### config.mk
export PLATFORM = sky130hd
export DESIGN_NAME = wdt_shaper
export DESIGN_NICKNAME = d
export VERILOG_FILES = /design/src/rtl/wdt_shaper.sv
export SDC_FILE = /design/constraint.sdc
export NUM_CORES = 1
export LEC_CHECK = 0
export BUFFER_PORTS_ARGS = -buffer_cell sky130_fd_sc_hd__buf_2
export CORE_MARGIN = 2
export CORE_UTILIZATION = 40
export CTS_CLUSTER_DIAMETER = 60
export CTS_CLUSTER_SIZE = 8
export DETAILED_ROUTE_END_ITERATION = 6
export GPL_TIMING_DRIVEN = 0
export PLACE_DENSITY_LB_ADDON = 0.2
export RECOVER_POWER = 25
export SYNTH_ARGS = -nofsm -noshare
export SYNTH_HDL_FRONTEND = slang
export SYNTH_SLANG_ARGS = --single-unit
### constraint.sdc
create_clock -name clk -period 2.85 [get_ports clk]
set_input_delay 0 -clock clk [delete_from_list [all_inputs] [get_ports clk]]
set_output_delay 0 -clock clk [all_outputs]
set_load 0.02 [all_outputs]
### src/rtl/wdt_shaper.sv
module wdt_shaper #(
  parameter int SEC_DIV = 1000,
  parameter int MIN_DIV = 60,
  parameter int PW0     = 1,
  parameter int PW1     = 20,
  parameter int PW2     = 100,
  parameter int PW3_SEC = 4
) (
  input  logic       clk,
  input  logic       rst_n,
  input  logic       tick_ms,
  input  logic       wr_en,
  input  logic       wr_sel,
  input  logic [7:0] wr_data,
  input  logic       rd_sel,
  output logic [7:0] rd_data,
  output logic       wdt_out
);
  localparam int PW3 = PW3_SEC * SEC_DIV;
  localparam int MSW = $clog2(SEC_DIV + 1);
  localparam int SW  = $clog2(MIN_DIV + 1);
  localparam int PCW = $clog2(PW0 + PW1 + PW2 + PW3 + 1);

  logic sts, en, pmode, umin, ahigh;
  logic [1:0] pw;
  logic [7:0] rng, cnt;
  logic [MSW-1:0] ms_cnt;
  logic [SW-1:0] s_cnt;
  logic pact;
  logic [PCW-1:0] pcnt, pw_len;

  wire ctrl_wr  = wr_en & ~wr_sel;
  wire rng_wr   = wr_en & wr_sel;
  wire load     = (ctrl_wr & wr_data[5] & ~en) | (rng_wr & en);
  wire [7:0] load_val = rng_wr ? wr_data : rng;
  wire sec_tick = en & tick_ms & (ms_cnt == MSW'(SEC_DIV - 1));
  wire min_tick = sec_tick & (s_cnt == SW'(MIN_DIV - 1));
  wire unit_tick = umin ? min_tick : sec_tick;
  wire expire   = en & ~load & unit_tick & (cnt == 8'd1);
  wire asserted = en & (pmode ? pact : sts);

  always_comb begin
    case (pw)
      2'b00:   pw_len = PCW'(PW0);
      2'b01:   pw_len = PCW'(PW1);
      2'b10:   pw_len = PCW'(PW2);
      default: pw_len = PCW'(PW3);
    endcase
  end

  assign rd_data = rd_sel ? rng : {1'b0, sts, en, pmode, umin, ahigh, pw};
  assign wdt_out = asserted ? ahigh : ~ahigh;

  always_ff @(posedge clk or negedge rst_n) begin
    if (!rst_n) begin
      {en, pmode, umin, ahigh, pw} <= '0;
      rng <= '0;
    end else begin
      if (ctrl_wr) {en, pmode, umin, ahigh, pw} <= wr_data[5:0];
      if (rng_wr) rng <= wr_data;
    end
  end

  always_ff @(posedge clk or negedge rst_n) begin
    if (!rst_n) sts <= 1'b0;
    else if (expire) sts <= 1'b1;
    else if (ctrl_wr && wr_data[6]) sts <= 1'b0;
  end

  always_ff @(posedge clk or negedge rst_n) begin
    if (!rst_n) begin
      ms_cnt <= '0;
      s_cnt  <= '0;
      cnt    <= '0;
    end else if (load) begin
      ms_cnt <= '0;
      s_cnt  <= '0;
      cnt    <= load_val;
    end else if (!en) begin
      ms_cnt <= '0;
      s_cnt  <= '0;
    end else begin
      if (tick_ms) ms_cnt <= sec_tick ? '0 : ms_cnt + 1'b1;
      if (sec_tick) s_cnt <= min_tick ? '0 : s_cnt + 1'b1;
      if (unit_tick && cnt != 8'd0) cnt <= cnt - 8'd1;
    end
  end

  always_ff @(posedge clk or negedge rst_n) begin
    if (!rst_n) begin
      pact <= 1'b0;
      pcnt <= '0;
    end else if (!en) begin
      pact <= 1'b0;
    end else if (expire && pmode) begin
      pact <= 1'b1;
      pcnt <= '0;
    end else if (pact && tick_ms) begin
      if (pcnt == pw_len - 1'b1) pact <= 1'b0;
      else pcnt <= pcnt + 1'b1;
    end
  end

  assert_sts_sticky_R4: assert property (@(posedge clk) disable iff (!rst_n)
    sts && !(ctrl_wr && wr_data[6]) |=> sts);
  assert_zero_no_expire_R6: assert property (@(posedge clk) disable iff (!rst_n)
    (cnt == 8'd0) && !load |=> !$rose(sts));
  assert_off_inactive_R7: assert property (@(posedge clk) disable iff (!rst_n)
    $fell(en) |-> wdt_out == ~ahigh);
  assert_kick_reload_R5: assert property (@(posedge clk) disable iff (!rst_n)
    rng_wr && en |=> cnt == $past(wr_data));
  assert_pulse_bound_R9: assert property (@(posedge clk) disable iff (!rst_n)
    pact |-> pcnt < pw_len);
endmodule

==> flow_summary.json <==
{
  "port_buffers": 20,
  "drt_wl_total_um": 5780,
  "drv_cap": 0,
  "powerDensity_nw_per_um2": 527,
  "hpwlAfterDp_um": 4090,
  "ys_types": 45,
  "clk_pin_slew_ns": 0.09,
  "critPathCaptureType": "flip-flop",
  "finalHoldViolCount": 0,
  "netlist_top_cells_area": "dfrtp_1, mux2_2, xnor2_1, nor2_1, nand2_1",
  "area_growth_pct": 14.6,
  "ys.flop_type": "dfrtp_1",
  "pin_count": 23,
  "cts-resized-gates": 0,
  "clockBufferDepth": 2,
  "grt_max_degree": 54,
  "drive_above_1_share_pct": 19.1,
  "setup_viol": 0,
  "grt_use_total_pct": 16.3,
  "vias": 2174,
  "ant_nets": 0,
  "min_path_type": "in2reg",
  "row_count": 30,
  "clock-sinks": 53,
  "worstPathMaxFanout": 9,
  "drc": 0,
  "antenna_found_initial": 0,
  "drt_iter0_markers": 92,
  "synthTopCellsByCount": "dfrtp_1, nor2_1, nand2_1",
  "via_per_inst": 5.18,
  "wl_per_cell_um": 13.8,
  "cp-start-kind": "flip-flop",
  "clk_latency_ns": 0.30,
  "yosys.area.top_type": "dfrtp_1",
  "p_leak_nw": 1.41,
  "rr_worst_depth": 8,
  "grt-ovfl-total": 0,
  "tns_ns": 0,
  "final.min_clock_period_ns": 2.41,
  "yosys_warnings": 0,
  "worst_pin_slew_ns": 1.31,
  "root_buffer": "clkbuf_8",
  "fmax_ghz": 0.414,
  "crit_required_ns": 3.04,
  "final_max_slew_viol_count": 0,
  "yosysSeqAreaShare_pct": 46.3,
  "synth_edf_count": 0,
  "stdcell_count": 420,
  "status": "finished clean",
  "met1_usage_pct": 22.5,
  "period_share_pct": 84.7,
  "synthCells": 288,
  "fin_skew_ns": 0.00393,
  "synth_async_sr_flop_share_pct": 100,
  "grt.busiest_layer": "met2",
  "drt_first_pass_iters": 7,
  "n_fill_cell": 644,
  "fin_nets": 342,
  "critical_path_class": "reg2reg",
  "vdd_drop_max_uv": 294,
  "die_w_um": 88.6,
  "grt_pass1_vias": 2056,
  "n_antenna_cell": 0,
  "cts_buffers": 5,
  "grt_use_met3_pct": 3.26,
  "tritoncts": "yes",
  "core_area_um2": 6870,
  "initial_core_util_pct": 41.7,
  "routabilityCongestion": 0.757,
  "grt_setup_unrepaired": "false",
  "syn_avg_cell_area_um2": 9.95,
  "whs_path_depth": 4,
  "synthesis.nets": 307,
  "yosysMostFrequentCell": "dfrtp_1",
  "synth_top_area_share_pct": 46.3,
  "dp_cells": 404,
  "h-tree-depth": 2,
  "grt_pass1_wl_um": 10000,
  "die_h_um": 88.6,
  "synth_area_um2": 2870,
  "use_met2_pct": 26.4,
  "die_area_um2": 7860,
  "ys_ff_latch": 53,
  "max_slew_margin_pct": 12.4,
  "crit_arrival_ns": 2.61
}
metrics by stage:
step / instance area [um^2] / hold WS, ns / util (%) / worst slack, ns / power, W
floorplan: 2870 / -0.296 / - / 0.682 / 0.00112
global placement: 3090 / 0.248 / 44.9 / 0.475 / 0.00121
detailed placement: 3090 / 0.251 / 44.9 / 0.452 / 0.00121
CTS: 3290 / 0.00853 / 47.8 / 0.428 / 0.00176
global route: 3280 / 0.0393 / 47.8 / 0.245 / 0.00183
finish: 3280 / 0.0189 / 47.8 / 0.437 / 0.00173
cell type report:
class / instances / area (um^2) / area share [%]
inverters: 9 / 33.8 / 1.03
flip-flops and latches: 53 / 1330 / 40.4
clock buffers: 6 / 82.6 / 2.51
multi-input cells: 215 / 1450 / 44.2
plain buffers: 11 / 55.1 / 1.68
repair buffers: 28 / 179 / 5.45
well taps: 96 / 120 / 3.66
clock inverters: 2 / 37.5 / 1.14
routing by layer:
layer  up-vias  part of all wire, %
met5         -                    0
met4         0                 0.50
met3         4                  4.1
met2        45                   49
met1      1039                   47
li1       1086                    -
layout by cell type (no fill, tap or decap), types with 8 or more instances in the layout:
cell type	synthesis	final
dfrtp_1	53	53
mux2_2	26	21
nand3_1	15	15
a21oi_1	12	12
dlygate4sd3_1	0	8
xnor2_1	15	15
xor2_1	8	8
inv_1	9	9
nor2_1	30	30
or3_1	9	9
nand2_1	29	29
buf_2	5	23
o21ai_0	12	12
registers in the layout, summed over array words and instances (netlist names):
signal	cells
sts	1
ahigh	1
s_cnt	6
pact	1
umin	1
rng	8
ms_cnt	10
pmode	1
en	1
pw	2
cnt	8
pcnt	13
report_power, final:
group,internal [W],total (W),switching (W)
combinational,0.000152,0.000315,0.000163
sequential,0.000823,0.000886,0.0000632
clock,0.000286,0.000530,0.000244
total,0.00126,0.00173,0.000471
worst paths after layout:
check	startpoint	end	slack [ns]
worst max register to register	ms_cnt[0]	cnt[5]	0.44
min in group asynchronous	rst_n	ms_cnt[7]	0.52
worst min-delay path	wr_data[6]	sts	0.02
max in group asynchronous	rst_n	cnt[5]	1.54
worst min register to register	s_cnt[5]	s_cnt[5]	0.51
worst max-delay path	ms_cnt[0]	cnt[5]	0.44
timing repair:
action / in CTS / in global routing
endpoints found under the hold margin: 66 / 0
hold buffers: 8 / 0
setup buffers: 0 / 0
cells by family (layout without fill, tap and decap cells):
group | Yosys count | after routing | share of synthesized area (%)
xor gates and xnor gates | 23 | 23 | 7.03
adders and majority gates | 5 | 5 | 2.18
AOI/OAI and AO/OA | 35 | 35 | 7.86
muxes | 29 | 29 | 11.4
buffers and inverters | 20 | 56 | 3.10
and+or+nand+nor | 123 | 123 | 22.1
DFF | 53 | 53 | 46.3
worst max-delay path: stages, from the launching register on:
cell and delay, ns:
dfrtp_1 0.43, ha_1 0.26, nand3_1 0.12, or3_1 0.37, buf_6 0.15, a221oi_4 0.36, nand4b_1 0.20, xnor2_1 0.16
mux2_2 0.26
(Power assumes the default switching activity.)
